==> config.mk <==
export PLATFORM = sky130hd
export DESIGN_NAME = jtag_byte_bridge
export DESIGN_NICKNAME = d
export VERILOG_FILES = /design/src/rtl/jbb_pkg.sv /design/src/rtl/jbb_resp.sv /design/src/rtl/jbb_pins.sv /design/src/rtl/jbb_ctrl.sv /design/src/rtl/jtag_byte_bridge.sv
export SDC_FILE = /design/constraint.sdc
export NUM_CORES = 1
export LEC_CHECK = 0
export BUFFER_PORTS_ARGS = -buffer_cell sky130_fd_sc_hd__buf_2
export CORE_MARGIN = 2
export CORE_UTILIZATION = 50
export CTS_CLUSTER_DIAMETER = 60
export DETAILED_ROUTE_END_ITERATION = 6
export GPL_TIMING_DRIVEN = 0
export PLACE_DENSITY = 0.84
export SYNTH_ARGS = -nofsm -noshare
export SYNTH_HDL_FRONTEND = slang
export SYNTH_SLANG_ARGS = --single-unit
==> constraint.sdc <==
create_clock -name clk_i -period 5.6 [get_ports clk_i]
set_input_delay 0.84 -clock clk_i [delete_from_list [all_inputs] [get_ports clk_i]]
set_output_delay 0.84 -clock clk_i [all_outputs]
set_load 0.01 [all_outputs]
==> src/rtl/jbb_pkg.sv <==
package jbb_pkg;
  typedef enum logic [2:0] {
    ST_LEN, ST_CMD, ST_DATA, ST_START, ST_SHIFT, ST_TLO, ST_THI, ST_IDLE
  } st_e;

  localparam logic [7:0] C_EXIT   = 8'h00;
  localparam logic [7:0] C_IR     = 8'h01;
  localparam logic [7:0] C_DR     = 8'h02;
  localparam logic [7:0] C_NARROW = 8'h03;
  localparam logic [7:0] C_RST_HI = 8'h04;
  localparam logic [7:0] C_RST_LO = 8'h05;
  localparam logic [7:0] C_TCK    = 8'h06;
  localparam logic [7:0] C_TDO    = 8'h07;
  localparam logic [7:0] C_WIDE   = 8'h08;
  localparam logic [7:0] C_TMS_HI = 8'h09;
  localparam logic [7:0] C_TMS_LO = 8'h0A;
  localparam logic [7:0] C_TDI_HI = 8'h0B;
  localparam logic [7:0] C_TDI_LO = 8'h0C;
  localparam logic [7:0] C_TM_SET = 8'h0D;
  localparam logic [7:0] C_TM_CLR = 8'h0E;
  localparam logic [7:0] C_LD_LO  = 8'h11;
  localparam logic [7:0] C_LD_HI  = 8'h12;

  localparam logic [7:0] E_CMD    = 8'h80;
  localparam logic [7:0] E_STAT   = 8'hC0;

  function automatic logic cmd_known(input logic [7:0] c);
    return (c <= C_TM_CLR) || (c == C_LD_LO) || (c == C_LD_HI);
  endfunction
endpackage

==> src/rtl/jbb_resp.sv <==
module jbb_resp (
  input  logic       clk_i,
  input  logic       rst_ni,
  input  logic       push_i,
  input  logic       push_two_i,
  input  logic [7:0] byte0_i,
  input  logic [7:0] byte1_i,
  output logic       empty_o,
  output logic [7:0] tx_data_o,
  output logic       tx_valid_o,
  input  logic       tx_ready_i
);
  logic [7:0] b0_q, b1_q;
  logic [1:0] cnt_q;

  assign empty_o    = (cnt_q == 2'd0);
  assign tx_valid_o = !empty_o;
  assign tx_data_o  = b0_q;

  always_ff @(posedge clk_i or negedge rst_ni) begin
    if (!rst_ni) begin
      b0_q  <= '0;
      b1_q  <= '0;
      cnt_q <= '0;
    end else if (push_i) begin
      b0_q  <= byte0_i;
      b1_q  <= byte1_i;
      cnt_q <= push_two_i ? 2'd2 : 2'd1;
    end else if (tx_valid_o && tx_ready_i) begin
      b0_q  <= b1_q;
      cnt_q <= cnt_q - 2'd1;
    end
  end

  AST_NO_OVERFLOW: assert property (@(posedge clk_i) disable iff (!rst_ni)
    push_i |-> cnt_q == 2'd0);
  AST_TX_HOLD: assert property (@(posedge clk_i) disable iff (!rst_ni)
    (tx_valid_o && !tx_ready_i) |=> (tx_valid_o && $stable(tx_data_o)));
endmodule

==> src/rtl/jbb_pins.sv <==
module jbb_pins
  import jbb_pkg::*;
(
  input  logic       clk_i,
  input  logic       rst_ni,
  input  logic       cmd_stb_i,
  input  logic [7:0] cmd_i,
  input  logic       lo_stb_i,
  input  logic       hi_stb_i,
  input  logic [7:0] raw_i,
  output logic       rst_pin_o,
  output logic       tms_o,
  output logic       tdi_o,
  output logic       tck_o,
  output logic       ir_sel_o,
  output logic       wide_o,
  output logic       tmr_mode_o,
  output logic [7:0] tmr_lo_o,
  output logic [7:0] tmr_hi_o
);
  always_ff @(posedge clk_i or negedge rst_ni) begin
    if (!rst_ni) begin
      rst_pin_o  <= 1'b1;
      tms_o      <= 1'b0;
      tdi_o      <= 1'b0;
      tck_o      <= 1'b0;
      ir_sel_o   <= 1'b0;
      wide_o     <= 1'b1;
      tmr_mode_o <= 1'b0;
      tmr_lo_o   <= '0;
      tmr_hi_o   <= '0;
    end else begin
      tck_o <= cmd_stb_i && (cmd_i == C_TCK);
      if (lo_stb_i) tmr_lo_o <= raw_i;
      if (hi_stb_i) tmr_hi_o <= raw_i;
      if (cmd_stb_i) begin
        case (cmd_i)
          C_IR:     ir_sel_o   <= 1'b1;
          C_DR:     ir_sel_o   <= 1'b0;
          C_NARROW: wide_o     <= 1'b0;
          C_WIDE:   wide_o     <= 1'b1;
          C_RST_HI: rst_pin_o  <= 1'b1;
          C_RST_LO: rst_pin_o  <= 1'b0;
          C_TMS_HI: tms_o      <= 1'b1;
          C_TMS_LO: tms_o      <= 1'b0;
          C_TDI_HI: tdi_o      <= 1'b1;
          C_TDI_LO: tdi_o      <= 1'b0;
          C_TM_SET: tmr_mode_o <= 1'b1;
          C_TM_CLR: tmr_mode_o <= 1'b0;
          default: ;
        endcase
      end
    end
  end

  AST_TCK_PULSE: assert property (@(posedge clk_i) disable iff (!rst_ni)
    tck_o |=> !tck_o);
endmodule

==> src/rtl/jbb_ctrl.sv <==
module jbb_ctrl
  import jbb_pkg::*;
#(
  parameter int unsigned STAT_W   = 2,
  parameter int unsigned STAT_OK  = 1,
  parameter int unsigned NARROW_W = 3
) (
  input  logic              clk_i,
  input  logic              rst_ni,
  input  logic              bin_en_i,
  input  logic [7:0]        rx_data_i,
  input  logic              rx_valid_i,
  output logic              rx_ready_o,
  input  logic              resp_empty_i,
  output logic              push_o,
  output logic              push_two_o,
  output logic [7:0]        byte0_o,
  output logic [7:0]        byte1_o,
  output logic              cmd_stb_o,
  output logic              lo_stb_o,
  output logic              hi_stb_o,
  input  logic              tdo_i,
  input  logic              wide_i,
  output logic              sh_start_o,
  output logic [7:0]        sh_data_o,
  input  logic              sh_done_i,
  input  logic [7:0]        sh_capt_i,
  input  logic [STAT_W-1:0] sh_status_i,
  output logic              idle_o
);
  localparam logic [7:0] NMASK = 8'((1 << NARROW_W) - 1);
  localparam logic [STAT_W-1:0] OK_CODE = STAT_W'(STAT_OK);

  st_e        st_q, st_d;
  logic [7:0] cnt_q, cnt_d;
  logic [7:0] dat_q;
  logic       acc;

  always_comb begin
    unique case (st_q)
      ST_IDLE:                              rx_ready_o = 1'b1;
      ST_LEN, ST_CMD, ST_DATA, ST_TLO, ST_THI: rx_ready_o = resp_empty_i;
      default:                              rx_ready_o = 1'b0;
    endcase
  end

  assign acc        = rx_valid_i && rx_ready_o;
  assign idle_o     = (st_q == ST_IDLE);
  assign sh_start_o = (st_q == ST_START);
  assign sh_data_o  = dat_q;
  assign cmd_stb_o  = acc && (st_q == ST_CMD);
  assign lo_stb_o   = acc && (st_q == ST_TLO);
  assign hi_stb_o   = acc && (st_q == ST_THI);

  always_comb begin
    push_o     = 1'b0;
    push_two_o = 1'b0;
    byte0_o    = '0;
    byte1_o    = sh_capt_i;
    if (cmd_stb_o) begin
      push_o  = 1'b1;
      if (!cmd_known(rx_data_i))    byte0_o = E_CMD;
      else if (rx_data_i == C_TDO)  byte0_o = {7'd0, tdo_i};
      else                          byte0_o = rx_data_i;
    end else if (st_q == ST_SHIFT && sh_done_i) begin
      push_o     = 1'b1;
      push_two_o = 1'b1;
      byte0_o    = (sh_status_i == OK_CODE) ? 8'(sh_status_i)
                                            : (E_STAT | 8'(sh_status_i));
    end
  end

  always_comb begin
    st_d  = st_q;
    cnt_d = cnt_q;
    unique case (st_q)
      ST_LEN: if (acc) begin
        if (rx_data_i == 8'd0) st_d = ST_CMD;
        else begin
          cnt_d = rx_data_i;
          st_d  = ST_DATA;
        end
      end
      ST_CMD: if (acc) begin
        if      (rx_data_i == C_EXIT)  st_d = ST_IDLE;
        else if (rx_data_i == C_LD_LO) st_d = ST_TLO;
        else if (rx_data_i == C_LD_HI) st_d = ST_THI;
        else                           st_d = ST_LEN;
      end
      ST_DATA:  if (acc) st_d = ST_START;
      ST_START: st_d = ST_SHIFT;
      ST_SHIFT: if (sh_done_i) begin
        cnt_d = cnt_q - 8'd1;
        st_d  = (cnt_q == 8'd1) ? ST_LEN : ST_DATA;
      end
      ST_TLO, ST_THI: if (acc) st_d = ST_LEN;
      ST_IDLE:  if (bin_en_i) st_d = ST_LEN;
      default:  st_d = ST_LEN;
    endcase
  end

  always_ff @(posedge clk_i or negedge rst_ni) begin
    if (!rst_ni) begin
      st_q  <= ST_LEN;
      cnt_q <= '0;
      dat_q <= '0;
    end else begin
      st_q  <= st_d;
      cnt_q <= cnt_d;
      if (acc && st_q == ST_DATA) dat_q <= wide_i ? rx_data_i : (rx_data_i & NMASK);
    end
  end

  AST_DONE_EMPTY: assert property (@(posedge clk_i) disable iff (!rst_ni)
    (st_q == ST_SHIFT && sh_done_i) |-> resp_empty_i);
  AST_START_STALL: assert property (@(posedge clk_i) disable iff (!rst_ni)
    sh_start_o |=> !rx_ready_o);
  AST_IDLE_SILENT: assert property (@(posedge clk_i) disable iff (!rst_ni)
    idle_o |-> !push_o);
endmodule

==> src/rtl/jtag_byte_bridge.sv <==
module jtag_byte_bridge #(
  parameter int unsigned STAT_W   = 2,
  parameter int unsigned STAT_OK  = 1,
  parameter int unsigned NARROW_W = 3
) (
  input  logic              clk_i,
  input  logic              rst_ni,
  input  logic              bin_en_i,
  input  logic [7:0]        rx_data_i,
  input  logic              rx_valid_i,
  output logic              rx_ready_o,
  output logic [7:0]        tx_data_o,
  output logic              tx_valid_o,
  input  logic              tx_ready_i,
  output logic              sh_start_o,
  output logic [7:0]        sh_data_o,
  output logic              sh_ir_o,
  output logic              sh_wide_o,
  input  logic              sh_done_i,
  input  logic [7:0]        sh_capt_i,
  input  logic [STAT_W-1:0] sh_status_i,
  input  logic              tdo_i,
  output logic              tck_o,
  output logic              tms_o,
  output logic              tdi_o,
  output logic              rst_pin_o,
  output logic              tmr_mode_o,
  output logic [7:0]        tmr_lo_o,
  output logic [7:0]        tmr_hi_o,
  output logic              idle_o
);
  logic       resp_empty, push, push_two, cmd_stb, lo_stb, hi_stb;
  logic [7:0] byte0, byte1;

  jbb_ctrl #(.STAT_W(STAT_W), .STAT_OK(STAT_OK), .NARROW_W(NARROW_W)) u_ctrl (
    .clk_i, .rst_ni, .bin_en_i, .rx_data_i, .rx_valid_i, .rx_ready_o,
    .resp_empty_i(resp_empty), .push_o(push), .push_two_o(push_two),
    .byte0_o(byte0), .byte1_o(byte1), .cmd_stb_o(cmd_stb),
    .lo_stb_o(lo_stb), .hi_stb_o(hi_stb), .tdo_i, .wide_i(sh_wide_o),
    .sh_start_o, .sh_data_o, .sh_done_i, .sh_capt_i, .sh_status_i, .idle_o
  );

  jbb_pins u_pins (
    .clk_i, .rst_ni, .cmd_stb_i(cmd_stb), .cmd_i(rx_data_i),
    .lo_stb_i(lo_stb), .hi_stb_i(hi_stb), .raw_i(rx_data_i),
    .rst_pin_o, .tms_o, .tdi_o, .tck_o, .ir_sel_o(sh_ir_o), .wide_o(sh_wide_o),
    .tmr_mode_o, .tmr_lo_o, .tmr_hi_o
  );

  jbb_resp u_resp (
    .clk_i, .rst_ni, .push_i(push), .push_two_i(push_two),
    .byte0_i(byte0), .byte1_i(byte1), .empty_o(resp_empty),
    .tx_data_o, .tx_valid_o, .tx_ready_i
  );
endmodule

# Word level (Yosys, flattened, before mapping)
# Index checks and enable logic that the tools add are counted.
[totals] ff_bits=60 word_cells=119 inputBits=25
[classes] n_addsub=2 reduce_logical=32 magnitude_cmp=1 mux=37 eq_ne=32
[ops] operator="8-bit two-way mux" n=11
[ops] operator="8-bit by 4-bit equality test with 1-bit output (second input constant)" n=7
[ops] operator="8-bit by 3-bit equality test with 1-bit output (second input constant)" n=4
[ops] operator="3-bit two-way mux" n=9
[ops] operator="3-bit case mux with 7 select lines" n=1
[ops] operator="8-bit by 1-bit equality test with 1-bit output (second input constant)" n=2
[ops] operator="8-bit by 2-bit equality test with 1-bit output (second input constant)" n=2
[ops] operator="8-bit by 5-bit equality test with 1-bit output (second input constant)" n=2
[ops] operator="8-bit case mux with 2 select lines" n=1
[ops] operator="2-bit nonzero test" n=8
[ops] operator="1-bit case mux with 2 select lines" n=7
[ops] operator="3-bit equality test (second input constant)" n=4
[ops] operator="2-bit AND reduction" n=6
[ops] operator="2-bit two-way mux" n=5
[ops] operator="8-bit by 4-bit less-or-equal comparator with 1-bit output (second input constant)" n=1
[ops] operator="1-bit logical AND" n=8
[ops] operator="8-bit logical NOT" n=1
[ops] operator="2-bit by 1-bit != test with 1-bit output (second input constant)" n=4
[ops] operator="8-bit by 1-bit subtractor with 8-bit output (second input constant)" n=1
[ops] operator="3-bit by 2-bit equality test with 1-bit output (second input constant)" n=2
[ops] operator="2-bit != test (second input constant)" n=3
[ops] operator="6-bit AND reduction" n=1
[ops] operator="5-bit OR reduction" n=1
[ops] operator="4-bit AND reduction" n=1
[ops] operator="9 further kinds" n=12

# Depth between registers and ports, before layout
[logic_depth] word_depth=8 mapped_depth=8

# Cells and area by module
# Synthesis repeated with hierarchy kept, for this count alone.
[unflattened] cells_unflattened=321 area_unflattened_um2=3392.0
[by_module_without_submodules] mod="jbb_ctrl" cells_per_inst=173 seq_area_each_um2=475.5 area_per_inst_um2=1519.0 n_inst=1
[by_module_without_submodules] mod="jbb_pins" cells_per_inst=71 seq_area_each_um2=578.1 area_per_inst_um2=988.4 n_inst=1
[by_module_without_submodules] mod="jbb_resp" cells_per_inst=77 seq_area_each_um2=450.4 area_per_inst_um2=884.6 n_inst=1

# Least setup slack after synthesis
# Ideal clock, no wire load.
[synth_timing] kind="input-to-reg" from="input port rx_data_i[2]" to="register u_ctrl.cnt_q[1]" setup_ps=128 t_required_ps=5472 path_stages=5 path_buffers=1 path_slack_ps=3317 arrival_ps=2155 cell_sequence="clkbuf_1 -> or4_1 -> nor3_4 -> nor2_2 -> mux2_1"
[synth_via] elab_chain_cells=3
[synth_rtl] item="from (decl)" line_no="jtag_byte_bridge.sv:9" source="input logic [7:0] rx_data_i,"
[synth_rtl] item="8-bit logical NOT" line_no="jbb_ctrl.sv:78" source="if (rx_data_i == 8'd0) st_d = ST_CMD;"
[synth_rtl] item="2-bit != test (no line)"
[synth_rtl] item="4-bit AND reduction (no line)"
[synth_rtl] item="to (signal assigned)" line_no="jbb_ctrl.sv:109" source="cnt_q <= cnt_d;"
[synth_rtl] item="to (decl)" line_no="jbb_ctrl.sv:35" source="logic [7:0] cnt_q, cnt_d;"
# Every way passes these cells.
# A chain may end at the register's enable or synchronous reset.

# Final worst setup path
[layout_timing] from="register u_ctrl.st_q[1]" to="output port rx_ready_o"
[layout_via] elab_chain_cells=3 elab_cells_between_ends=8 classes_between="eq/ne: 5; mux: 1; reduce/logical: 2"
[layout_rtl] item="from (decl)" line_no="jbb_ctrl.sv:34" source="st_e st_q, st_d;"
[layout_rtl] item="from (signal assigned)" line_no="jbb_ctrl.sv:108" source="st_q <= st_d;"
[layout_rtl] item="3-bit by 2-bit equality test with 1-bit output (tied with other cells)" line_no="jbb_ctrl.sv:40" source="unique case (st_q)"
[layout_rtl] item="5-bit OR reduction" line_no="jbb_ctrl.sv:40"
[layout_rtl] item="1-bit case mux with 2 select lines *" line_no="jbb_ctrl.sv:40"
[layout_rtl] item="to (decl)" line_no="jtag_byte_bridge.sv:11" source="output logic rx_ready_o,"
# Every way passes the cells marked *; elsewhere a longest branch is shown, timed or not.

==> run metrics <==
CTS sink cnt=60; Synth top area share=0.462; slew at the pin with the worst max-slew slack=757 ps; ant diodes=0; port bufs=66; synth top area cells=dfrtp_1 46%, mux2_2 8.6%, o21ai_0 4.3%; placed insts=452; Worst Hold Launch=u_pins.rst_pin_o; hold_buf cts=0; Post-synth EDFFs=0; outcome=finished, final reports clean; H-tree depth=3; WL/cell=17.2 um; critical path class=register to output pin; Leak=1.77 nW; P per Cell Area=492 mW/mm2; yosys warns=0; # fillers=492; Top FF cell, synth=dfrtp_1; flop2flop setup slack=3280 ps; RSZ-0062 raised after global routing=no; TritonCTS clock tree=built; Overflow after GRT=0; worst rel slew slack=0.495; final hold viol count=0; worst r2r src=u_resp.cnt_q[0]; hpwl dp=5630 um; Synth Instances=311; Hold Path End=u_pins.rst_pin_o; Detail Route Antenna Nets=0; VDD IR-drop max=0.326 mV; Synth top cells by count=58 x dfrtp_1, 27 x o21ai_0, 24 x mux2_2, 24 x nand2_1; part of the cycle the worst path needs=0.501; Residual DRC=0; nets@finish=416; clock-pin slew on the worst setup and hold paths=70 ps; Worst Setup Start Kind=register; most frequent cell after synthesis=dfrtp_1; routability cong.=0.884; Hold Path Class=register to register; Post-Syn Area=0.00314 mm2; final wirelength=8060 um; Layout Cells excl Fill=468; Synth async-reset ratio=1.00; Final setup viols=0; initial drt markers=224; area grow syn2layout=20.3%; Reg-to-Reg End=u_pins.tmr_hi_o[2]; die width=83.3 um; flops & latches, synth=60; core area=0.00599 mm2; final period demand of the worst path=2810 ps; Starting Density=0.525; Vias=2785; Worst EP required=4760 ps; CTS-repair resized insts=0; Die Height=83.3 um; max_cap viols=0; drt pass-1 iters=4; # rows=28; share of cells above drive strength 1=0.331; Seq/Total Area, Yosys=0.479; worst-case reg-to-reg path depth=6; total die area=0.00694 mm2; setup TNS after final layout=0 ps; Max Slew Vio Count=0; Avg Vias per Cell=5.95; number of global-route vias before repair=2746; Setup Fix Bufs, Post-CTS=0; CP max FO=10; CP endpoint kind=output pin; CTS Buf Count=9; Netlist cell types=61; clock root buffer=clkbuf_8; WHS Path Cells=2; average cell area after synthesis=10.1 um2; first-pass GRT wire length=13200 um; gr usage total=0.234; Ports=68; Bufs on Longest Clock Path=2; initial antenna violation count=0; Clock Latency Late Sink=340 ps; clock skew=9.95 ps; Synth Net Count=339; max frequency=356 MHz; Arrival @ worst endpoint=1970 ps; largest area contributor in the netlist=dfrtp_1; largest net degree at the start of global routing=61
==> cell usage in the layout (no fill, tap or decap), drive strengths merged, types with 7 or more instances in the layout <==
cell type  count
a21oi         13
buf           76
clkbuf        23
dfrtp         58
inv           18
mux2          25
mux2i          7
nand2         24
nand3         10
nor2          18
nor3          10
o21ai         27
==> cell families (layout without fill, tap and decap cells) <==
logic type | Yosys count | after routing | synth area share
buffers and inverters | 39 | 121 | 0.0517
and+or+nand+nor | 94 | 94 | 0.173
AOI/OAI and AO/OA | 80 | 80 | 0.164
DFF | 60 | 60 | 0.479
xor gates and xnor gates | 3 | 3 | 0.00836
adders and majority gates | 3 | 3 | 0.0119
muxes | 32 | 32 | 0.112
==> where the power goes <==
part	switching, W	internal [W]	total, W
registers	0.000110	0.000609	0.000719
clock network	0.000179	0.000230	0.000409
logic	0.000395	0.000336	0.000731
total	0.000683	0.00117	0.00186
==> registers in the layout, summed over array words and instances (netlist names) <==
name	cells
u_ctrl.cnt_q	8
u_ctrl.sh_data_o	8
u_ctrl.st_q	3
u_pins.ir_sel_o	1
u_pins.rst_pin_o	1
u_pins.tck_o	1
u_pins.tdi_o	1
u_pins.tmr_hi_o	8
u_pins.tmr_lo_o	8
u_pins.tmr_mode_o	1
u_pins.tms_o	1
u_pins.wide_o	1
u_resp.b1_q	8
u_resp.cnt_q	2
u_resp.tx_data_o	8
==> cell type report <==
class	count	area [um2]	share of cell area
Sequential cell	60	1500	0.398
Timing Repair Buffer	66	333	0.0881
Inverter	17	63.8	0.0169
Clock inverter	5	58.8	0.0156
Tap cell	75	93.8	0.0248
Multi-Input combinational cell	212	1480	0.391
Buffer	22	98.8	0.0262
Clock buffer	11	151	0.0401
==> critical path, stage by stage (launching register included) <==
cell and delay, ps:
dfrtp_1 360, clkbuf_1 180, buf_2 220, nor3b_1 240, clkbuf_1 390, a211oi_1 80
buf_2 160
==> per-layer routing <==
metal / GRT usage / share of wire / vias to the layer above
li1: - / - / 1281
met1: 0.302 / 0.43 / 1375
met2: 0.379 / 0.48 / 107
met3: 0.0646 / 0.067 / 22
met4: 0.0820 / 0.021 / 0
met5: 0 / 0 / -
==> worst max-delay path by stage <==
stage / start / to / slack (ps) / cells after the start
after global routing: u_ctrl.st_q[1] / rx_ready_o / 2620 / 6
after global placement: rx_data_i[7] / u_ctrl.cnt_q[1] / 3050 / 5
after CTS: u_ctrl.st_q[1] / rx_ready_o / 2790 / 6
after floorplan: rx_data_i[2] / u_ctrl.cnt_q[1] / 3320 / 5
after detailed placement: rx_data_i[3] / u_pins.tdi_o / 2970 / 6
final: u_ctrl.st_q[1] / rx_ready_o / 2790 / 6
==> stage by stage <==
step                      worst slack, ps  hold WS, ps  total power, W  area, um2  utilization
after detailed placement             2970          467         0.00145       3570        0.595
after floorplan                      3320          470         0.00119       3140            -
final                                2790          476         0.00186       3780        0.631
after CTS                            2790          482         0.00186       3780        0.631
after global routing                 2620          504         0.00197       3780        0.631
after global placement               3050          452         0.00140       3570        0.595
No activity file was read; power rests on OpenSTA's default activity.
